### src/rtl/fuse_rd_pkg.sv
package fuse_rd_pkg;

  // register offsets relative to the block base
  localparam int OFS_CTRL = 0;
  localparam int OFS_CFG  = 4;
  localparam int OFS_STAT = 8;
  localparam int OFS_DATA = 12;

  // control word layout
  localparam int CTL_GO      = 0;
  localparam int CTL_LEN_LSB = 16;
  localparam int CTL_ADR_LSB = 21;

  // configuration word layout
  localparam int CFG_STB_LSB = 16;
  localparam int CFG_ADJ_LSB = 20;

  // status word layout
  localparam int STAT_DONE = 0;

  typedef enum logic [1:0] {
    SQ_IDLE = 2'd0,
    SQ_ADJ  = 2'd1,
    SQ_STB  = 2'd2
  } sq_state_e;

endpackage

### src/rtl/fuse_rd_regs.sv
module fuse_rd_regs
  import fuse_rd_pkg::*;
#(
  parameter int BUS_AW   = 8,
  parameter int BASE_OFS = 'hD0,
  parameter int NWORDS   = 8,
  parameter int LEN_W    = 5,
  parameter int ADDR_W   = 9,
  parameter int TCNT_W   = 4
) (
  input  logic                   clk,
  input  logic                   rst_n,
  input  logic                   bus_wr,
  input  logic [BUS_AW-1:0]      bus_addr,
  input  logic [31:0]            bus_wdata,
  output logic [31:0]            bus_rdata,
  input  logic                   busy,
  input  logic                   done,
  input  logic [NWORDS*32-1:0]   words,
  output logic                   start,
  output logic [TCNT_W-1:0]      cfg_adj,
  output logic [TCNT_W-1:0]      cfg_stb,
  output logic [LEN_W-1:0]       ctl_len,
  output logic [ADDR_W-1:0]      ctl_addr,
  output logic                   ctl_bank
);

  localparam int WIDX_W   = (NWORDS > 1) ? $clog2(NWORDS) : 1;
  localparam int CTL_BANK = CTL_ADR_LSB + ADDR_W;

  logic [BUS_AW-1:0] off;
  logic [BUS_AW-1:0] doff;
  logic              hit_ctrl, hit_cfg, hit_stat, hit_data;
  logic [WIDX_W-1:0] widx;

  assign off      = bus_addr - BUS_AW'(BASE_OFS);
  assign doff     = off - BUS_AW'(OFS_DATA);
  assign hit_ctrl = (off == BUS_AW'(OFS_CTRL));
  assign hit_cfg  = (off == BUS_AW'(OFS_CFG));
  assign hit_stat = (off == BUS_AW'(OFS_STAT));
  assign hit_data = (off >= BUS_AW'(OFS_DATA)) && (doff < BUS_AW'(4 * NWORDS)) &&
                    (off[1:0] == 2'b00);
  assign widx     = doff[WIDX_W+1:2];

  // a go request is honoured only between transactions
  assign start = bus_wr && hit_ctrl && bus_wdata[CTL_GO] && !busy;

  logic                cfg_we;
  logic [TCNT_W-1:0]   adj_q, adj_d, stb_q, stb_d;
  logic [LEN_W-1:0]    len_q, len_d;
  logic [ADDR_W-1:0]   adr_q, adr_d;
  logic                bank_q, bank_d;

  assign cfg_we = bus_wr && hit_cfg;

  always_comb begin
    adj_d  = adj_q;
    stb_d  = stb_q;
    len_d  = len_q;
    adr_d  = adr_q;
    bank_d = bank_q;
    if (cfg_we) begin
      adj_d = bus_wdata[CFG_ADJ_LSB +: TCNT_W];
      stb_d = bus_wdata[CFG_STB_LSB +: TCNT_W];
    end
    if (start) begin
      len_d  = bus_wdata[CTL_LEN_LSB +: LEN_W];
      adr_d  = bus_wdata[CTL_ADR_LSB +: ADDR_W];
      bank_d = bus_wdata[CTL_BANK];
    end
  end

  always_ff @(posedge clk or negedge rst_n) begin
    if (!rst_n) begin
      adj_q  <= '0;
      stb_q  <= '0;
      len_q  <= '0;
      adr_q  <= '0;
      bank_q <= 1'b0;
    end else begin
      adj_q  <= adj_d;
      stb_q  <= stb_d;
      len_q  <= len_d;
      adr_q  <= adr_d;
      bank_q <= bank_d;
    end
  end

  assign cfg_adj  = adj_q;
  assign cfg_stb  = stb_q;
  assign ctl_len  = len_q;
  assign ctl_addr = adr_q;
  assign ctl_bank = bank_q;

  always_comb begin
    bus_rdata = '0;
    if (hit_ctrl) begin
      bus_rdata[CTL_GO]                  = busy;
      bus_rdata[CTL_LEN_LSB +: LEN_W]    = len_q;
      bus_rdata[CTL_ADR_LSB +: ADDR_W]   = adr_q;
      bus_rdata[CTL_BANK]                = bank_q;
    end else if (hit_cfg) begin
      bus_rdata[CFG_ADJ_LSB +: TCNT_W]   = adj_q;
      bus_rdata[CFG_STB_LSB +: TCNT_W]   = stb_q;
    end else if (hit_stat) begin
      bus_rdata[STAT_DONE]               = done;
    end else if (hit_data) begin
      bus_rdata = words[{widx, 5'b00000} +: 32];
    end
  end

  logic unused_wdata;
  assign unused_wdata = ^bus_wdata;

endmodule

### src/rtl/fuse_rd_seq.sv
module fuse_rd_seq
  import fuse_rd_pkg::*;
#(
  parameter int LEN_W  = 5,
  parameter int ADDR_W = 9,
  parameter int TCNT_W = 4
) (
  input  logic              clk,
  input  logic              rst_n,
  input  logic              start,
  input  logic [TCNT_W-1:0] cfg_adj,
  input  logic [TCNT_W-1:0] cfg_stb,
  input  logic [LEN_W-1:0]  len,
  input  logic [ADDR_W-1:0] base_addr,
  output logic              busy,
  output logic              done,
  output logic              strobe,
  output logic [ADDR_W-1:0] word_addr,
  output logic              cap_en,
  output logic [LEN_W-1:0]  cap_idx
);

  sq_state_e         st_q, st_d;
  logic [TCNT_W-1:0] cnt_q, cnt_d;
  logic [TCNT_W-1:0] adj_q, adj_d, stb_q, stb_d;
  logic [LEN_W-1:0]  idx_q, idx_d;
  logic              done_q, done_d;

  always_comb begin
    st_d   = st_q;
    cnt_d  = cnt_q;
    adj_d  = adj_q;
    stb_d  = stb_q;
    idx_d  = idx_q;
    done_d = done_q;
    cap_en = 1'b0;
    case (st_q)
      SQ_IDLE: begin
        if (start) begin
          st_d   = SQ_ADJ;
          cnt_d  = '0;
          idx_d  = '0;
          adj_d  = cfg_adj;
          stb_d  = cfg_stb;
          done_d = 1'b0;
        end
      end
      SQ_ADJ: begin
        if (cnt_q == adj_q) begin
          st_d  = SQ_STB;
          cnt_d = '0;
        end else begin
          cnt_d = cnt_q + 1'b1;
        end
      end
      SQ_STB: begin
        if (cnt_q == stb_q) begin
          cap_en = 1'b1;
          cnt_d  = '0;
          if (idx_q == len) begin
            st_d   = SQ_IDLE;
            done_d = 1'b1;
          end else begin
            st_d  = SQ_ADJ;
            idx_d = idx_q + 1'b1;
          end
        end else begin
          cnt_d = cnt_q + 1'b1;
        end
      end
      default: st_d = SQ_IDLE;
    endcase
  end

  always_ff @(posedge clk or negedge rst_n) begin
    if (!rst_n) begin
      st_q   <= SQ_IDLE;
      cnt_q  <= '0;
      adj_q  <= '0;
      stb_q  <= '0;
      idx_q  <= '0;
      done_q <= 1'b0;
    end else begin
      st_q   <= st_d;
      cnt_q  <= cnt_d;
      adj_q  <= adj_d;
      stb_q  <= stb_d;
      idx_q  <= idx_d;
      done_q <= done_d;
    end
  end

  assign busy      = (st_q != SQ_IDLE);
  assign strobe    = (st_q == SQ_STB);
  assign done      = done_q;
  assign cap_idx   = idx_q;
  assign word_addr = base_addr + ADDR_W'(idx_q);

endmodule

### src/rtl/fuse_rd_pack.sv
module fuse_rd_pack #(
  parameter int NWORDS = 8,
  parameter int LEN_W  = 5
) (
  input  logic                 clk,
  input  logic                 rst_n,
  input  logic                 clear,
  input  logic                 cap_en,
  input  logic [LEN_W-1:0]     cap_idx,
  input  logic [7:0]           cap_byte,
  output logic [NWORDS*32-1:0] words
);

  for (genvar w = 0; w < NWORDS; w++) begin : g_word
    for (genvar l = 0; l < 4; l++) begin : g_lane
      localparam int BIDX = w * 4 + l;
      logic [7:0] lane_q, lane_d;
      logic       hit;

      assign hit = cap_en && (cap_idx == LEN_W'(BIDX));

      always_comb begin
        lane_d = lane_q;
        if (clear)    lane_d = '0;
        else if (hit) lane_d = cap_byte;
      end

      always_ff @(posedge clk or negedge rst_n) begin
        if (!rst_n) lane_q <= '0;
        else        lane_q <= lane_d;
      end

      assign words[BIDX*8 +: 8] = lane_q;
    end
  end

endmodule

### src/rtl/fuse_rd_ctrl.sv
module fuse_rd_ctrl #(
  parameter int BUS_AW   = 8,
  parameter int BASE_OFS = 'hD0,
  parameter int NWORDS   = 8,
  parameter int ADDR_W   = 9,
  parameter int TCNT_W   = 4
) (
  input  logic              clk,
  input  logic              rst_n,
  input  logic              bus_wr,
  input  logic [BUS_AW-1:0] bus_addr,
  input  logic [31:0]       bus_wdata,
  output logic [31:0]       bus_rdata,
  output logic [ADDR_W:0]   fuse_addr,
  output logic              fuse_strobe,
  input  logic [7:0]        fuse_rdata
);

  localparam int LEN_W = $clog2(NWORDS * 4);

  // asynchronous assert, synchronous release
  logic rst_meta, rst_sync_n;
  always_ff @(posedge clk or negedge rst_n) begin
    if (!rst_n) begin
      rst_meta   <= 1'b0;
      rst_sync_n <= 1'b0;
    end else begin
      rst_meta   <= 1'b1;
      rst_sync_n <= rst_meta;
    end
  end

  logic                 start, seq_busy, seq_done, cap_en;
  logic [TCNT_W-1:0]    cfg_adj, cfg_stb;
  logic [LEN_W-1:0]     ctl_len, cap_idx;
  logic [ADDR_W-1:0]    ctl_addr, word_addr;
  logic                 ctl_bank;
  logic [NWORDS*32-1:0] words;

  fuse_rd_regs #(
    .BUS_AW(BUS_AW), .BASE_OFS(BASE_OFS), .NWORDS(NWORDS),
    .LEN_W(LEN_W), .ADDR_W(ADDR_W), .TCNT_W(TCNT_W)
  ) u_regs (
    .clk(clk), .rst_n(rst_sync_n),
    .bus_wr(bus_wr), .bus_addr(bus_addr), .bus_wdata(bus_wdata),
    .bus_rdata(bus_rdata),
    .busy(seq_busy), .done(seq_done), .words(words),
    .start(start), .cfg_adj(cfg_adj), .cfg_stb(cfg_stb),
    .ctl_len(ctl_len), .ctl_addr(ctl_addr), .ctl_bank(ctl_bank)
  );

  fuse_rd_seq #(
    .LEN_W(LEN_W), .ADDR_W(ADDR_W), .TCNT_W(TCNT_W)
  ) u_seq (
    .clk(clk), .rst_n(rst_sync_n), .start(start),
    .cfg_adj(cfg_adj), .cfg_stb(cfg_stb),
    .len(ctl_len), .base_addr(ctl_addr),
    .busy(seq_busy), .done(seq_done), .strobe(fuse_strobe),
    .word_addr(word_addr), .cap_en(cap_en), .cap_idx(cap_idx)
  );

  fuse_rd_pack #(
    .NWORDS(NWORDS), .LEN_W(LEN_W)
  ) u_pack (
    .clk(clk), .rst_n(rst_sync_n), .clear(start),
    .cap_en(cap_en), .cap_idx(cap_idx), .cap_byte(fuse_rdata),
    .words(words)
  );

  assign fuse_addr = {ctl_bank, word_addr};

endmodule

### config.mk
export PLATFORM = sky130hd
export DESIGN_NAME = fuse_rd_ctrl
export DESIGN_NICKNAME = d
export VERILOG_FILES = /design/src/rtl/fuse_rd_pkg.sv /design/src/rtl/fuse_rd_regs.sv /design/src/rtl/fuse_rd_seq.sv /design/src/rtl/fuse_rd_pack.sv /design/src/rtl/fuse_rd_ctrl.sv
export SDC_FILE = /design/constraint.sdc
export NUM_CORES = 1
export LEC_CHECK = 0
export BUFFER_PORTS_ARGS = -buffer_cell sky130_fd_sc_hd__buf_4
export CORE_MARGIN = 2
export CORE_UTILIZATION = 45
export CTS_CLUSTER_SIZE = 16
export DETAILED_ROUTE_END_ITERATION = 8
export SLEW_MARGIN = 20
export SYNTH_ARGS = -nofsm -noshare
export SYNTH_HDL_FRONTEND = slang
export SYNTH_SLANG_ARGS = --single-unit
### constraint.sdc
create_clock -name clk -period 9.38 [get_ports clk]
set_input_delay 0.469 -clock clk [delete_from_list [all_inputs] [get_ports clk]]
set_output_delay 0.469 -clock clk [all_outputs]
set_load 0.01 [all_outputs]
; ---- Word level (Yosys, flattened, before mapping)
; Cells that the tools add are included.
[op_classes]
add_sub_neg = 5
n_lt_le_gt_ge = 2
n_eq_ne = 43
shifts = 1
mux = 93
n_reduce_logical = 83
[ops]
columns = cell, n
row1 = two-way mux 8 bit, 66
row2 = variable part select 256 x 9 -> 32 bit, 1
row3 = "equality test 5 bit, second input constant", 16
row4 = nonzero test 2 bit, 34
row5 = "equality test 5 x 4 -> 1 bit, second input constant", 8
row6 = logical AND 1 bit, 38
row7 = two-way mux 32 bit, 1
row8 = two-way mux 31 bit, 1
row9 = two-way mux 15 bit, 2
row10 = "equality test 5 x 3 -> 1 bit, second input constant", 4
row11 = two-way mux 16 bit, 1
row12 = two-way mux 5 bit, 3
row13 = two-way mux 4 bit, 3
row14 = one-hot mux 4 bit (3 select lines), 1
row15 = "equality test 5 x 2 -> 1 bit, second input constant", 2
row16 = one-hot mux 5 bit (2 select lines), 1
row17 = adder 9 x 5 -> 9 bit, 1
row18 = two-way mux 1 bit, 9
row19 = equality test 4 bit, 2
row20 = "equality test 8 x 3 -> 1 bit, second input constant", 1
row21 = "equality test 8 x 4 -> 1 bit, second input constant", 1
row22 = ">= comparator 8 x 4 -> 1 bit, second input constant", 1
row23 = zero test 8 bit, 1
row24 = "< comparator 8 x 6 -> 1 bit, second input constant", 1
row25 = other kinds (20), 28
[totals]
ff_bits = 301
out_inout_bits = 43
word_cells = 272

; ---- Longest topological paths before layout
; Gate-level depths: netlist of the first run.
[depth]
ltp_word = 9
ltp_mapped = 10

; ---- Modules after synthesis
; A second synthesis of the first run with hierarchy kept.
[hier_totals]
hier_cells = 1325
hier_area_um2 = 16216.8
[by_module_without_submodules]
columns = mod, n_inst, cells_each, area_each_um2
row1 = fuse_rd_pack, 1, 885, 11227.0
row2 = fuse_rd_regs, 1, 289, 3485.8
row3 = fuse_rd_seq, 1, 147, 1442.6
row4 = fuse_rd_ctrl, 1, 4, 61.3

; ---- Worst setup path after synthesis of the first run
; Ideal clock, no wire load.
[synth_path]
kind = input to output
start = in bus_addr[2]
end = out bus_rdata[26]
arrival_ps = 2798
t_required_ps = 8911
slack_ps = 6113
path_stages = 9
path_buffers = 4
path_cell_list = clkbuf_1 > buf_2 > inv_1 > ha_1 > clkbuf_1 > buf_1 > mux4_2 > mux2i_1 > o21ai_0
[synth_between]
elab_chain_cells = 9
word_cells_on_any_way = 14
cone_classes = add/sub (2) / order compare (2) / eq/ne (2) / shift (1) / mux (4) / reduce/logical (3)
[synth_lines]
columns = item, line
row1 = start: declaration, fuse_rd_ctrl.sv:11  ; input logic [BUS_AW-1:0] bus_addr,
row2 = subtractor 8 bit (*), fuse_rd_regs.sv:36  ; assign off = bus_addr - BUS_AW'(BASE_OFS);
row3 = branches (longest 7 deep; another with subtractor 8 x 4 -> 8 bit), --
row4 = two-way mux 15 bit (*), fuse_rd_regs.sv:97  ; if (hit_ctrl) begin
row5 = end: declaration, fuse_rd_ctrl.sv:13  ; output logic [31:0] bus_rdata,
; Every way passes the cells marked *.

; ---- Worst setup path after layout of the first run
[layout_path]
start = in bus_addr[2]
end = out bus_rdata[19]
; The elaborated chain is that of the path after synthesis.

==> reports/summary.txt, run 1 <==
status -> complete, no violations
wire per inst -> 21.4 um
Seq cells post-synth -> 301
PostCTS Resize Cnt -> 0
hold slack -> 0.166 ns
top post-synthesis cells by count -> dfrtp_1 (301), mux2i_1 (272), nor2_2 (232), mux4_2 (64), nand2_1 (56)
vias per inst -> 5.49
CTS max path bufs -> 3
CP arrival -> 3.48 ns
1st-iter DRT viols -> 651
Max Clock Freq -> 253 MHz
Final Critical Period -> 3.95 ns
reg2reg start -> u_seq.cnt_q[0]
Synth Flop Type -> dfrtp_1
IO buf count -> 77
Synth async-reset ratio -> 100%
CTS Sinks -> 301
Worst Max-Slew Pin Slew -> 1.07 ns
DP Wirelength -> 23,600 um
Layout Nets -> 1,416
Mean Syn Cell Area -> 12.4 sq um
DRT Pass-1 Iters -> 4
# DRC -> 0
Max Slew Vio Count -> 0
min-delay src -> bus_wdata[28]
TritonCTS clock tree -> built
Ports -> 94
pin count of the biggest net entering global routing -> 175
Post-synth EDFFs -> 0
post-synthesis cell area -> 0.0162 sq mm
yosys warns -> 0
clock-pin slew on the worst setup and hold paths -> 0.06 ns
Yosys cell types -> 54
core area -> 0.0355 sq mm
H-tree Lvls -> 2
Area contributors post-synth -> dfrtp_1 (47%), mux2i_1 (17%), nor2_2 (9.0%), mux4_2 (8.9%), nor3_4 (3.0%)
Worst Skew -> 0.0280 ns
routability congestion estimate from global placement -> 0.778
vias in the first global route -> 10,500
Final Hold Fails -> 0
ant diodes -> 0
Crit path top cell by count -> buf_4
Max stage delay cell, worst path -> buf_4
Root Buffer -> clkbuf_16
area leader, netlist -> dfrtp_1
Lkg Pwr -> 0.00773 uW
Startpoint Class -> input pin
CP cell instances -> buf_4, inv_1, ha_4, buf_4, mux4_2, mux2i_1, o22ai_1, buf_4
Final Setup Violations -> 0
die height -> 194 um
top cell type's share of synthesized area -> 46.6%
remaining antenna violation count -> 0
detailed-route via count -> 10,000
Slew headroom -> 28.9%
critical path class -> input pin to primary output
num rows -> 69
DP Area -> 0.0170 sq mm
CP Max Fanout -> 50
first-pass GRT wire length -> 62,400 um
Setup Buffers After CTS -> 0
Final Cycle Share -> 42.1%
GRT Total Usage -> 21.1%
clock latency on the worst-skew pair -> 0.53 ns
area delta synth->final -> 13.0%
final setup TNS -> 0 ns
sequential area share after synthesis -> 46.6%
Crit. End Element -> primary output
most frequent cell after synthesis -> dfrtp_1
crit path launch -> bus_addr[2]
DIE WIDTH -> 194 um
Worst IR Drop VDD -> 0.172 mV
fraction of layout cells with a size suffix above 1 -> 37.7%
routed wire length -> 39,000 um
Finished Cell Area -> 0.0183 sq mm
syn nets -> 1,376
initial antenna violation count -> 0
Starting Density -> 45.5%
HP Class -> input pin to register
Cell Pwr Density -> 190 mW/mm^2
final setup margin -> 5.43 ns
Syn Inst Count -> 1,302
cts bufs inserted -> 37
Max Cap Viol -> 0
die area -> 0.0374 sq mm
Crit path required time -> 8.91 ns
pre-CTS WS -> 5.34 ns
GRT Residual Overflow -> 0
Largest stage delay, worst path -> 0.71 ns
RSZ-0062 raised after global routing -> no
==> registers in the layout, summed over array words and instances, names as in the netlist, 2 cells and up <==
signal,count
u_seq.cnt_q,4
u_seq.st_q,2
u_seq.stb_q,4
u_regs.ctl_addr,9
u_regs.cfg_stb,4
u_pack.g_word.g_lane.lane_q,256
u_regs.cfg_adj,4
u_regs.ctl_len,5
u_seq.cap_idx,5
u_seq.adj_q,4
==> critical path, delay by kind of cell <==
kind / cells / cell delay [ns]
compound gates: 1 / 0.18
buf+inv: 4 / 1.49
fa+ha+maj: 1 / 0.46
mux: 2 / 0.81
==> cells by family after synthesis <==
family	after synthesis	synth area share, %
fa+ha+maj	23	1.83
other cells	1	0.0232
buf+inv	107	3.30
simple gates	393	15.6
flops	301	46.6
mux	368	28.0
compound gates	85	3.35
xor+xnor	24	1.30
==> stage by stage <==
stage / total power [uW] / utilization, % / cells
after detailed placement: 2070 / 48.0 / 1763
after CTS: 3510 / 51.4 / 1826
after floorplan: 1920 / - / 1302
after global routing: 3630 / 51.5 / 1826
after global placement: 2050 / 48.0 / 1763
final: 3470 / 51.5 / 1826
==> cell usage in the layout, fill, tap and decap left out, drive strengths merged, types with 2 or more instances in the layout <==
| master | instances |
|---|---|
| nor3b | 4 |
| mux4 | 64 |
| buf | 88 |
| mux2i | 272 |
| nand2 | 60 |
| nor4 | 3 |
| bufinv | 2 |
| and3 | 4 |
| nor2b | 2 |
| o21ai | 19 |
| nor2 | 265 |
| nand4 | 3 |
| a21o | 2 |
| o211ai | 5 |
| a22o | 2 |
| xnor2 | 14 |
| a22oi | 8 |
| ha | 22 |
| nand3 | 15 |
| a21oi | 23 |
| inv | 21 |
| a21boi | 3 |
| nor3 | 32 |
| mux2 | 32 |
| o22ai | 8 |
| o41ai | 3 |
| clkinv | 4 |
| dfrtp | 301 |
| nand2b | 2 |
| xor2 | 10 |
| clkbuf | 54 |
==> what timing repair did <==
action / in CTS / in global routing
setup endpoints to repair: 0 / 0
endpoints found under the hold margin: 2 / 0
hold buffers: 1 / 0
==> routing by layer <==
layer / global-route usage (%) / part of all wire (%) / vias up
li1: - / - / 4677
met1: 29.5 / 46 / 5166
met2: 35.2 / 49 / 142
met3: 2.82 / 3.4 / 48
met4: 4.44 / 1.5 / 0
met5: 0 / 0 / -
==> worst paths after layout <==
| path | to | slack [ns] | depth (start not counted) |
|---|---|---|---|
| max in group asynchronous | u_pack.g_word[7].g_lane[1].lane_q[4] | 7.21 | 2 |
| min in group asynchronous | rst_sync_n | 0.27 | 2 |
| max | bus_rdata[19] | 5.43 | 8 |
| min reg2reg | rst_sync_n | 0.35 | 0 |
| max reg2reg | u_pack.g_word[0].g_lane[2].lane_q[4] | 6.37 | 6 |
| min | u_regs.ctl_addr[7] | 0.17 | 3 |
==> where the power goes <==
group / leakage, uW / switching (uW) / internal (uW)
registers: 0.00410 / 77.6 / 1430
clock network: 0.000605 / 548 / 881
logic: 0.00303 / 310 / 220
total: 0.00773 / 936 / 2530
==> final cells by class <==
cell class | count | area, sq um
fillers | 3106 | 17200
clock inverters | 8 | 97.6
multi-input cells | 894 | 8150
flip-flops and latches | 301 | 7540
repair buffers | 89 | 708
inverters | 19 | 71.3
well taps | 461 | 577
clock buffers | 54 | 1120
(Power assumes the default switching activity.)
==> run 2, diff against run 1 <==
- clock period: 9.38 -> 3.4 ns (I/O delays scaled with it)
==> reports/summary.txt, run 2 (same netlist as run 1, synthesis figures left out) <==
Setup Buffers After CTS -> 0
overall power -> 9730 uW
CTS Sinks -> 301
first-pass GRT wire length -> 63,700 um
clock-pin slew on the worst setup and hold paths -> 0.06 ns
Final Hold Fails -> 0
fraction of layout cells with a size suffix above 1 -> 38.9%
CTS max path bufs -> 3
clock latency on the worst-skew pair -> 0.52 ns
DRT Pass-1 Iters -> 4
DP Wirelength -> 25,100 um
footprint of the multi-input gates -> 0.00814 sq mm
HP Class -> input pin to register
pin count of the biggest net entering global routing -> 70
Worst Max-Slew Pin Slew -> 0.783 ns
vias in the first global route -> 10,800
CP cell instances -> ha_1, inv_1, fa_1, nor2b_1, o21ai_0, a21boi_0, o2111ai_1, xnor2_1, buf_4
commonest non-fill, non-tap cell in the layout -> dfrtp_1
Final Cycle Share -> 86.6%
final design utilization -> 52.9%
CP arrival -> 2.77 ns
RSZ-0062 raised after global routing -> no
GRT Residual Overflow -> 0
Worst IR Drop VDD -> 0.306 mV
vias per inst -> 5.42
Crit. End Element -> primary output
Max Clock Freq -> 340 MHz
reg2reg start -> u_seq.cnt_q[0]
detailed-route via count -> 10,200
CP Max Fanout -> 6
area delta synth->final -> 16.2%
Startpoint Class -> register
Slew headroom -> 47.6%
Max Slew Vio Count -> 0
wire per inst -> 21.2 um
R2R Path End -> u_pack.g_word[4].g_lane[1].lane_q[0]
final setup TNS -> 0 ns
Max stage delay cell, worst path -> dfrtp_1
WHS Path Cells -> 3
Reg2Reg Depth -> 6
initial antenna violation count -> 0
H-tree Lvls -> 2
Final Setup Violations -> 0
die height -> 194 um
Crit path required time -> 3.23 ns
routed wire length -> 39,800 um
GRT Total Usage -> 21.6%
Final Critical Period -> 2.94 ns
IO buf count -> 77
Root Buffer -> clkbuf_16
pre-CTS WS -> 0.540 ns
DIE WIDTH -> 194 um
largest register by flop count -> u_pack.g_word.g_lane.lane_q
min-delay src -> fuse_rdata[7]
final setup margin -> 0.457 ns
cts bufs inserted -> 36
ant diodes -> 0
flop2flop setup slack -> 0.53 ns
max FFs per register -> 256
Hold EP -> u_pack.g_word[3].g_lane[3].lane_q[7]
1st-iter DRT viols -> 702
Starting Density -> 45.5%
Largest delay share family, worst path -> adder cells
Finished Cell Area -> 0.0188 sq mm
Max Cap Viol -> 0
DP Area -> 0.0174 sq mm
die area -> 0.0374 sq mm
status -> complete, no violations
Cell Pwr Density -> 518 mW/mm^2
Worst Skew -> 0.0122 ns
fillers -> 3,114
Lkg Pwr -> 0.00802 uW
routability congestion estimate from global placement -> 0.798
Ports -> 94
# DRC -> 0
register area -> 0.00754 sq mm
PostCTS Resize Cnt -> 0
num rows -> 69
CP bufs+invs -> 2
commonest cells after routing, fill and taps aside -> dfrtp_1 (300), mux2i_1 (272), nor2_2 (232), buf_4 (113), mux4_2 (64)
Largest stage delay, worst path -> 0.54 ns
core area -> 0.0355 sq mm
critical path class -> register to primary output
TritonCTS clock tree -> built
Layout Nets -> 1,465
remaining antenna violation count -> 0
-- run 2: worst max path at each step --
stage	start	to	slack (ns)	cells after the start
final	u_seq.cap_idx[0]	fuse_addr[8]	0.46	9
after global routing	u_seq.cap_idx[0]	fuse_addr[8]	0.27	9
after CTS	u_seq.cap_idx[0]	fuse_addr[8]	0.44	9
after detailed placement	u_seq.cnt_q[0]	u_pack.g_word[4].g_lane[2].lane_q[3]	0.54	6
after global placement	u_seq.cnt_q[0]	u_pack.g_word[4].g_lane[2].lane_q[3]	0.56	6
after floorplan	rst_sync_n	u_pack.g_word[0].g_lane[0].lane_q[0]	0.40	0
-- run 2: worst reg2reg max path: stages (launching register included) --
cell     delay [ns]
dfrtp_1        0.46
xor2_1         0.20
or4_2          0.67
buf_4          0.36
nor3_4         0.71
mux2i_1        0.31
nor2_2         0.04
-- run 2: cell type report --
type                    count  share of cell area, %
clock buffers              55                   5.93
clock inverters            11                  0.753
inverters                  19                  0.380
multi-input cells         894                   43.4
flip-flops and latches    301                   40.1
well taps                 461                   3.07
repair buffers            139                   6.38
-- run 2: per-stage QoR --
step	cells	hold slack [ns]
2_1_floorplan	1302	-0.126
3_3_place_gp	1797	-0.0471
3_5_place_dp	1797	-0.0445
4_1_cts	1880	0.139
5_1_grt	1880	0.170
6_report	1880	0.168
-- run 2: routing by layer --
metal  up-vias  wire (um)  global-route usage [%]
met4         0        465                    4.07
met5         -          0                       0
met3        35       1030                    2.51
met2       121      20000                    36.9
met1      5274      18300                    29.8
li1       4759          -                       -
-- run 2: report_power, final --
group,leakage [uW],total (uW),switching [uW],internal (uW)
registers,0.00410,4180,232,3950
logic,0.00329,1520,868,653
clock network,0.000624,4020,1530,2490
-- run 2: what timing repair did --
action,4_1_cts,5_1_grt
hold buffers,17,0
hold endpoints to repair,25,0
setup endpoints to repair,0,0
==> run 3, diff against run 2 <==
- BUFFER_PORTS_ARGS: -buffer_cell sky130_fd_sc_hd__buf_4 -> unset
- DONT_BUFFER_PORTS: unset -> 1
- clock period: 3.4 -> 3.75 ns (I/O delays scaled with it)
==> reports/summary.txt, run 3 (same netlist as run 1, synthesis figures left out) <==
status -> complete, no violations
initial antenna violation count -> 0
Startpoint Class -> register
GRT Residual Overflow -> 0
largest register by flop count -> u_pack.g_word.g_lane.lane_q
Reg2Reg Depth -> 6
Finished Cell Area -> 0.0181 sq mm
first-pass GRT wire length -> 61,500 um
GRT Total Usage -> 21.3%
Slew headroom -> 30.6%
DP Area -> 0.0166 sq mm
pin count of the biggest net entering global routing -> 111
commonest non-fill, non-tap cell in the layout -> dfrtp_1
area delta synth->final -> 12.0%
Cell Pwr Density -> 471 mW/mm^2
routed wire length -> 39,700 um
Worst Setup EP -> fuse_addr[8]
max FFs per register -> 256
Max Clock Freq -> 323 MHz
vias per inst -> 5.55
Crit path required time -> 3.56 ns
flop2flop setup slack -> 0.84 ns
Final Critical Period -> 3.09 ns
vias in the first global route -> 9,979
core area -> 0.0355 sq mm
commonest cells after routing, fill and taps aside -> dfrtp_1 (300), mux2i_1 (272), nor2_2 (232), mux4_2 (64), nand2_1 (56)
pre-CTS WS -> 0.797 ns
Layout Nets -> 1,370
num rows -> 69
Max Cap Viol -> 0
final setup TNS -> 0 ns
DIE WIDTH -> 194 um
die height -> 194 um
ant diodes -> 0
final design utilization -> 51.0%
IO buf count -> 0
Ports -> 94
Final Cycle Share -> 82.5%
1st-iter DRT viols -> 598
Worst IR Drop VDD -> 0.277 mV
crit path launch -> u_seq.cap_idx[1]
# DRC -> 0
DP Wirelength -> 24,300 um
TritonCTS clock tree -> built
routability congestion estimate from global placement -> 0.824
detailed-route via count -> 9,899
Max Slew Vio Count -> 0
RSZ-0062 raised after global routing -> no
Starting Density -> 45.5%
DRT Pass-1 Iters -> 5
cts bufs inserted -> 35
HP Class -> input pin to register
Lkg Pwr -> 0.00752 uW
CP Max Fanout -> 6
remaining antenna violation count -> 0
die area -> 0.0374 sq mm
clock latency on the worst-skew pair -> 0.54 ns
min-delay src -> fuse_rdata[7]
critical path class -> register to primary output
Worst Skew -> 0.0297 ns
CP arrival -> 2.91 ns
Final Setup Violations -> 0
H-tree Lvls -> 2
Root Buffer -> clkbuf_16
fraction of layout cells with a size suffix above 1 -> 34.2%
CTS Sinks -> 301
R2R Path End -> u_pack.g_word[7].g_lane[2].lane_q[4]
Crit. End Element -> primary output
CTS max path bufs -> 3
final setup margin -> 0.656 ns
reg2reg start -> u_seq.cnt_q[0]
Worst Max-Slew Pin Slew -> 1.04 ns
wire per inst -> 22.2 um
Final Hold Fails -> 0
clock-pin slew on the worst setup and hold paths -> 0.06 ns
run 3: per-layer routing:
metal / up-vias / wire length [um] / GRT usage, %
li1: 4589 / - / -
met1: 5081 / 17900 / 29.6
met2: 181 / 19400 / 34.9
met3: 48 / 1670 / 3.50
met4: 0 / 724 / 5.12
met5: - / 0 / 0
run 3: area by class of cell:
class,count,area [sq um]
fillers,3045,17400
multi-input cells,894,8140
flip-flops and latches,301,7540
clock buffers,55,1050
repair buffers,45,613
well taps,461,577
clock inverters,9,109
inverters,19,71.3
run 3: power by group:
part | total (uW) | leakage [uW] | switching, uW | internal, uW
Sequential | 3780 | 0.00410 | 199 | 3580
Clock | 3440 | 0.000569 | 1370 | 2070
Combinational | 1310 | 0.00285 | 751 | 560
Total | 8530 | 0.00752 | 2320 | 6210
run 3: metrics by stage:
step / instances / total power [uW] / hold slack (ns)
CTS: 1783 / 8640 / 0.0140
floorplan: 1302 / 4790 / -0.108
detailed placement: 1694 / 5060 / -0.108
finish: 1784 / 8530 / 0.0354
global placement: 1694 / 5030 / -0.108
global route: 1784 / 8930 / 0.0301
run 3: timing repair:
item / CTS / global route
setup buffers: 0 / 0
hold endpoints to repair: 281 / 0
setup endpoints to repair: 0 / 0
hold buffers: 25 / 0
gates resized for setup: 0 / 0
run 3: worst min-delay path by stage:
stage | end | slack, ns | cells after the start
2_1_floorplan | rst_meta | -0.11 | 0
3_3_place_gp | rst_meta | -0.11 | 0
3_5_place_dp | rst_meta | -0.11 | 0
4_1_cts | u_pack.g_word[0].g_lane[0].lane_q[7] | 0.01 | 3
5_1_grt | u_pack.g_word[0].g_lane[0].lane_q[7] | 0.03 | 3
6_report | u_pack.g_word[0].g_lane[0].lane_q[7] | 0.04 | 3
run 3: critical path, stage by stage, from the launching register on:
cell       delay [ns]
dfrtp_1          0.53
inv_1            0.25
fa_1             0.51
nor2b_1          0.12
o21ai_0          0.11
a21boi_0         0.35
o2111ai_1        0.18
xnor2_1          0.34
